$ cat config.mk
export PLATFORM = sky130hd
export DESIGN_NAME = lane_rotate_loader
export DESIGN_NICKNAME = d
export VERILOG_FILES = /design/src/rtl/lrl_pkg.sv /design/src/rtl/lane_rotator.sv /design/src/rtl/width_masker.sv /design/src/rtl/align_check.sv /design/src/rtl/lane_rotate_loader.sv
export SDC_FILE = /design/constraint.sdc
export NUM_CORES = 1
export LEC_CHECK = 0
export CORE_ASPECT_RATIO = 0.75
export CORE_MARGIN = 2
export CORE_UTILIZATION = 44
export DETAILED_ROUTE_END_ITERATION = 10
export PLACE_DENSITY = 0.8
export SYNTH_ARGS = -nofsm -noshare
export SYNTH_HDL_FRONTEND = slang
export SYNTH_SLANG_ARGS = --single-unit
export TNS_END_PERCENT = 100
$ cat constraint.sdc
create_clock -name clk -period 1.45 [get_ports clk]
set_clock_uncertainty 0.05 [all_clocks]
set_input_delay 0.2175 -clock clk [delete_from_list [all_inputs] [get_ports clk]]
set_output_delay 0.2175 -clock clk [all_outputs]
set_load 0.02 [all_outputs]
$ cat src/rtl/lrl_pkg.sv
package lrl_pkg;
  typedef enum logic [1:0] {
    SZ_BYTE = 2'b00,
    SZ_HALF = 2'b01,
    SZ_WORD = 2'b10,
    SZ_BAD  = 2'b11
  } load_size_e;

  // Number of bytes an access of the given size keeps; 0 for the illegal code.
  function automatic int unsigned size_bytes(load_size_e s);
    case (s)
      SZ_BYTE: return 1;
      SZ_HALF: return 2;
      SZ_WORD: return 4;
      default: return 0;
    endcase
  endfunction

  // True when the offset is not a multiple of the access width.
  function automatic logic off_misaligned(load_size_e s, int unsigned off);
    int unsigned nb;
    nb = size_bytes(s);
    if (nb == 0) return 1'b0;
    return (off & (nb - 1)) != 0;
  endfunction
endpackage

$ cat src/rtl/lane_rotator.sv
module lane_rotator #(
  parameter int DATA_W = 32,
  localparam int LANES = DATA_W / 8,
  localparam int OFF_W = $clog2(LANES)
) (
  input  logic [DATA_W-1:0] word_i,
  input  logic [OFF_W-1:0]  off_i,
  output logic [DATA_W-1:0] rot_o
);
  for (genvar i = 0; i < LANES; i++) begin : g_lane
    logic [OFF_W-1:0] src;
    assign src = OFF_W'(i) + off_i;   // wraps inside the word
    assign rot_o[i*8 +: 8] = word_i[32'(src)*8 +: 8];
  end
endmodule

$ cat src/rtl/width_masker.sv
module width_masker #(
  parameter int DATA_W = 32,
  localparam int LANES = DATA_W / 8
) (
  input  lrl_pkg::load_size_e size_i,
  input  logic [DATA_W-1:0]   data_i,
  output logic [DATA_W-1:0]   data_o
);
  import lrl_pkg::*;
  int unsigned keep;
  assign keep = size_bytes(size_i);

  for (genvar i = 0; i < LANES; i++) begin : g_keep
    assign data_o[i*8 +: 8] = (32'(i) < keep) ? data_i[i*8 +: 8] : 8'h00;
  end
endmodule

$ cat src/rtl/align_check.sv
module align_check #(
  parameter int OFF_W = 2
) (
  input  logic [OFF_W-1:0]   off_i,
  input  lrl_pkg::load_size_e size_i,
  input  logic               fault_en_i,
  output logic               misaligned_o,
  output logic               illegal_o,
  output logic               fault_o
);
  import lrl_pkg::*;
  assign misaligned_o = off_misaligned(size_i, 32'(off_i));
  assign illegal_o    = (size_i == SZ_BAD);
  assign fault_o      = illegal_o | (fault_en_i & misaligned_o);

  always_comb begin
    if (size_i == SZ_BYTE) begin
      assert_byte_never_misaligned_R4: assert (!misaligned_o);
    end
    if (size_i == SZ_HALF && off_i[0] == 1'b0) begin
      assert_even_half_aligned_R4: assert (!misaligned_o);
    end
  end
endmodule

$ cat src/rtl/lane_rotate_loader.sv
module lane_rotate_loader #(
  parameter int DATA_W = 32,
  localparam int LANES = DATA_W / 8,
  localparam int OFF_W = $clog2(LANES)
) (
  input  logic              clk,
  input  logic              rst_n,
  input  logic              in_valid,
  input  logic [OFF_W-1:0]  in_addr_lo,
  input  logic [1:0]        in_size,
  input  logic [DATA_W-1:0] in_word,
  input  logic              fault_en,
  output logic              out_valid,
  output logic              out_fault,
  output logic [DATA_W-1:0] out_data
);
  import lrl_pkg::*;

  load_size_e        size_e;
  logic [DATA_W-1:0] rot_word;
  logic [DATA_W-1:0] kept_word;
  logic              chk_misaligned, chk_illegal, chk_fault;
  logic              take_data, take_fault;

  assign size_e = load_size_e'(in_size);

  lane_rotator #(.DATA_W(DATA_W)) u_rot (
    .word_i(in_word), .off_i(in_addr_lo), .rot_o(rot_word)
  );

  width_masker #(.DATA_W(DATA_W)) u_mask (
    .size_i(size_e), .data_i(rot_word), .data_o(kept_word)
  );

  align_check #(.OFF_W(OFF_W)) u_chk (
    .off_i(in_addr_lo), .size_i(size_e), .fault_en_i(fault_en),
    .misaligned_o(chk_misaligned), .illegal_o(chk_illegal), .fault_o(chk_fault)
  );

  assign take_fault = in_valid & chk_fault;
  assign take_data  = in_valid & ~chk_fault;

  always_ff @(posedge clk) begin
    if (!rst_n) begin
      out_valid <= 1'b0;
      out_fault <= 1'b0;
      out_data  <= '0;
    end else begin
      out_valid <= take_data;
      out_fault <= take_fault;
      out_data  <= take_data ? kept_word : '0;
    end
  end

  assert_excl_R9: assert property (@(posedge clk) disable iff (!rst_n)
    !(out_valid && out_fault));

  assert_bad_size_R7: assert property (@(posedge clk) disable iff (!rst_n)
    (in_valid && chk_illegal) |=> (out_fault && !out_valid && out_data == '0));

  assert_abort_R5: assert property (@(posedge clk) disable iff (!rst_n)
    (in_valid && fault_en && chk_misaligned) |=> (out_fault && !out_valid && out_data == '0));

  assert_pass_R6: assert property (@(posedge clk) disable iff (!rst_n)
    (in_valid && !fault_en && !chk_illegal) |=> (out_valid && !out_fault));

  assert_zero_fill_R2: assert property (@(posedge clk) disable iff (!rst_n)
    (in_valid && size_e == SZ_BYTE) |=> (out_data[DATA_W-1:8] == '0));

  assert_idle_R8: assert property (@(posedge clk) disable iff (!rst_n)
    !in_valid |=> (!out_valid && !out_fault && out_data == '0));
endmodule

==> results.cfg, run 1 <==
[grt]
top_usage_layer = met2
met2_usage_pct = 38.0
grt_overflow = 0
grt_max_degree = 17
track_usage_pct = 21.5
use_met3_pct = 5.13
grt_antenna_before_repair = 0
grt_use_met1_pct = 25.5
first_global_vias = 1617
grt_pass1_wl_mm = 7.77

[sta]
finalMaxSlewViolations = 0
setup_viol = 0
fmax_mhz = 720
worst_pin_slew_ps = 243
worst_slew_margin_rel_pct = 83.9
period_share_pct = 95.8
hold_ws_ps = 483
period_minus_slack_ps = 1390
fin_setup_tns_ps = 0
setup_slack_ps = 60.6
finalHoldViolCount = 0

[logic_synthesis]
synth_top_area_share_pct = 37.2
synth.yosys.seq_area_share_pct = 35.1
avgSynthCellArea_um2 = 15.4
syn_inst = 126
synth_area_leader_cell = mux4_2
ys_ff_latch = 34
netlist_area_um2 = 1940
syn_nets = 170
ys_top_cells_by_area = mux4_2 (37%), dfxtp_1 (35%), nor3b_2 (7.8%)
synth_cell_types = 16
yosysWarningCount = 0

[critical_path]
endpoint_kind = flip-flop
required_ps = 1620
critPathKind = primary input to flip-flop
startpoint_type = primary input
arrival_ps = 1560
cp_max_fo = 8

[outcome]
status = complete, no violations

[cells_and_area]
drive_gt1_share_pct = 41.4
syn2layout_area_growth_pct = 55.6
finalNonFillerCells = 270
layout_commonest_cell = dlygate4sd2_1
utilization_pct = 73.0
final_net_count = 258
fillers = 283
final_cell_mix = dlygate4sd2_1 (36), clkdlybuf4s50_1 (35), dfxtp_1 (34), mux4_2 (32), nor3b_2 (20)
n_antenna_cell = 0
final_area_um2 = 3010

[min_path]
hold_path_class = primary input to flip-flop

[clock_tree]
h-tree-depth = 2
cts_tree = yes
worst_setup_hold_path_clk_slew_ps = 70
cts_buffer_depth = 2
cts_sinks = 34
cts_root_buf = clkbuf_8
cts-buffers-inserted = 5

[placement]
post-place-cells = 259
post-place-ws_ps = -503
place.gp.congestion = 0.892
hpwl_mm = 3.40
placed_cell_area_um2 = 2810
io_buffers = 73

[die]
fp-row-count = 20
fp.dieArea_um2 = 4950
core_area_um2 = 4130
die_h_um = 61.5
initial_utilization_pct = 46.9
die_w_um = 80.6
boundaryPins = 74

[power]
ir_worst_vdd_mv = 0.524
powerDensity_nw_per_um2 = 775
p_leak_nw = 1.23
power.total_mw = 2.33

[route]
ant_nets = 0
viasPerCell = 5.46
drc = 0
drt-initial-drc-count = 26
post_drt_wl_per_cell_um = 17.5
dr_total_vias = 1474
wl_mm = 4.73
dr.pass1.iters = 4

[flow_run]
drv_cap = 0
-- worst max-delay path, stage by stage --
cell           delay (ps)
dlygate4sd2_1         290
inv_2                 100
ha_4                  170
xor2_4                190
o211ai_4              110
buf_12                150
buf_12                140
nor3b_2               180
-- worst paths after layout --
| check | startpoint | endpoint | slack (ps) | cells past startpoint |
|---|---|---|---|---|
| setup / recovery | in_size[0] | out_data[24] | 60 | 8 |
| hold / removal | in_addr_lo[1] | out_data[5] | 480 | 4 |
-- cell usage after synthesis --
cell type   n
dfxtp_1    34
mux4_2     32
nor3b_1    12
nor3b_2    12
buf_6       9
nor2b_1     8
ha_1        4
inv_1       4
nand2_1     3
and2_1      2
buf_4       1
clkbuf_1    1
nand3b_1    1
o2111ai_2   1
o211ai_2    1
xor2_1      1
-- where the power goes --
group | leakage (nW) | internal [mW] | total [mW] | switching (mW)
Combinational | 0.905 | 0.391 | 0.640 | 0.249
Clock | 0.0472 | 0.381 | 0.730 | 0.349
Sequential | 0.275 | 0.958 | 0.964 | 0.00616
Total | 1.23 | 1.73 | 2.33 | 0.604
-- layout make-up --
cell class | instances | area, um^2 | share of cell area [%]
flip-flops and latches | 34 | 681 | 22.6
multi-input cells | 77 | 1220 | 40.6
repair buffers | 92 | 930 | 30.9
well taps | 55 | 68.8 | 2.28
inverters | 4 | 15.0 | 0.498
clock buffers | 6 | 82.6 | 2.74
clock inverters | 2 | 12.5 | 0.415
-- metal layers --
metal | vias to the layer above | wire length, um
met4 | 0 | 114
li1 | 668 | -
met3 | 9 | 346
met2 | 67 | 2450
met1 | 730 | 1810
met5 | - | 0
-- registers in the layout, indices dropped and copies added, names as in the netlist --
signal / count
out_fault: 1
out_valid: 1
out_data: 32
-- kinds of logic after synthesis --
logic type      after synthesis  synth area share, %
simple gates                 38                 16.6
flops                        34                 35.1
mux                          32                 37.2
buf+inv                      15                 6.59
fa+ha+maj                     4                 2.58
compound gates                2                 1.42
xor+xnor                      1                0.452
-- what timing repair did --
item,in CTS,in global routing
gates cloned,1,0
hold buffers,0,0
pin swaps,2,0
resized for setup,50,6
setup buffers,2,0
endpoints found under the setup margin,68,10
(Power assumes the default switching activity.)
==> run 2: changes to the inputs <==
--- a/config.mk
+++ b/config.mk
@@ -5,6 +5,7 @@
 export SDC_FILE = /design/constraint.sdc
 export NUM_CORES = 1
 export LEC_CHECK = 0
+export CAP_MARGIN = 20
 export CORE_ASPECT_RATIO = 0.75
 export CORE_MARGIN = 2
 export CORE_UTILIZATION = 44
==> results of run 2 <==
The final DEF is identical to that of run 1; final timing and power are the same.
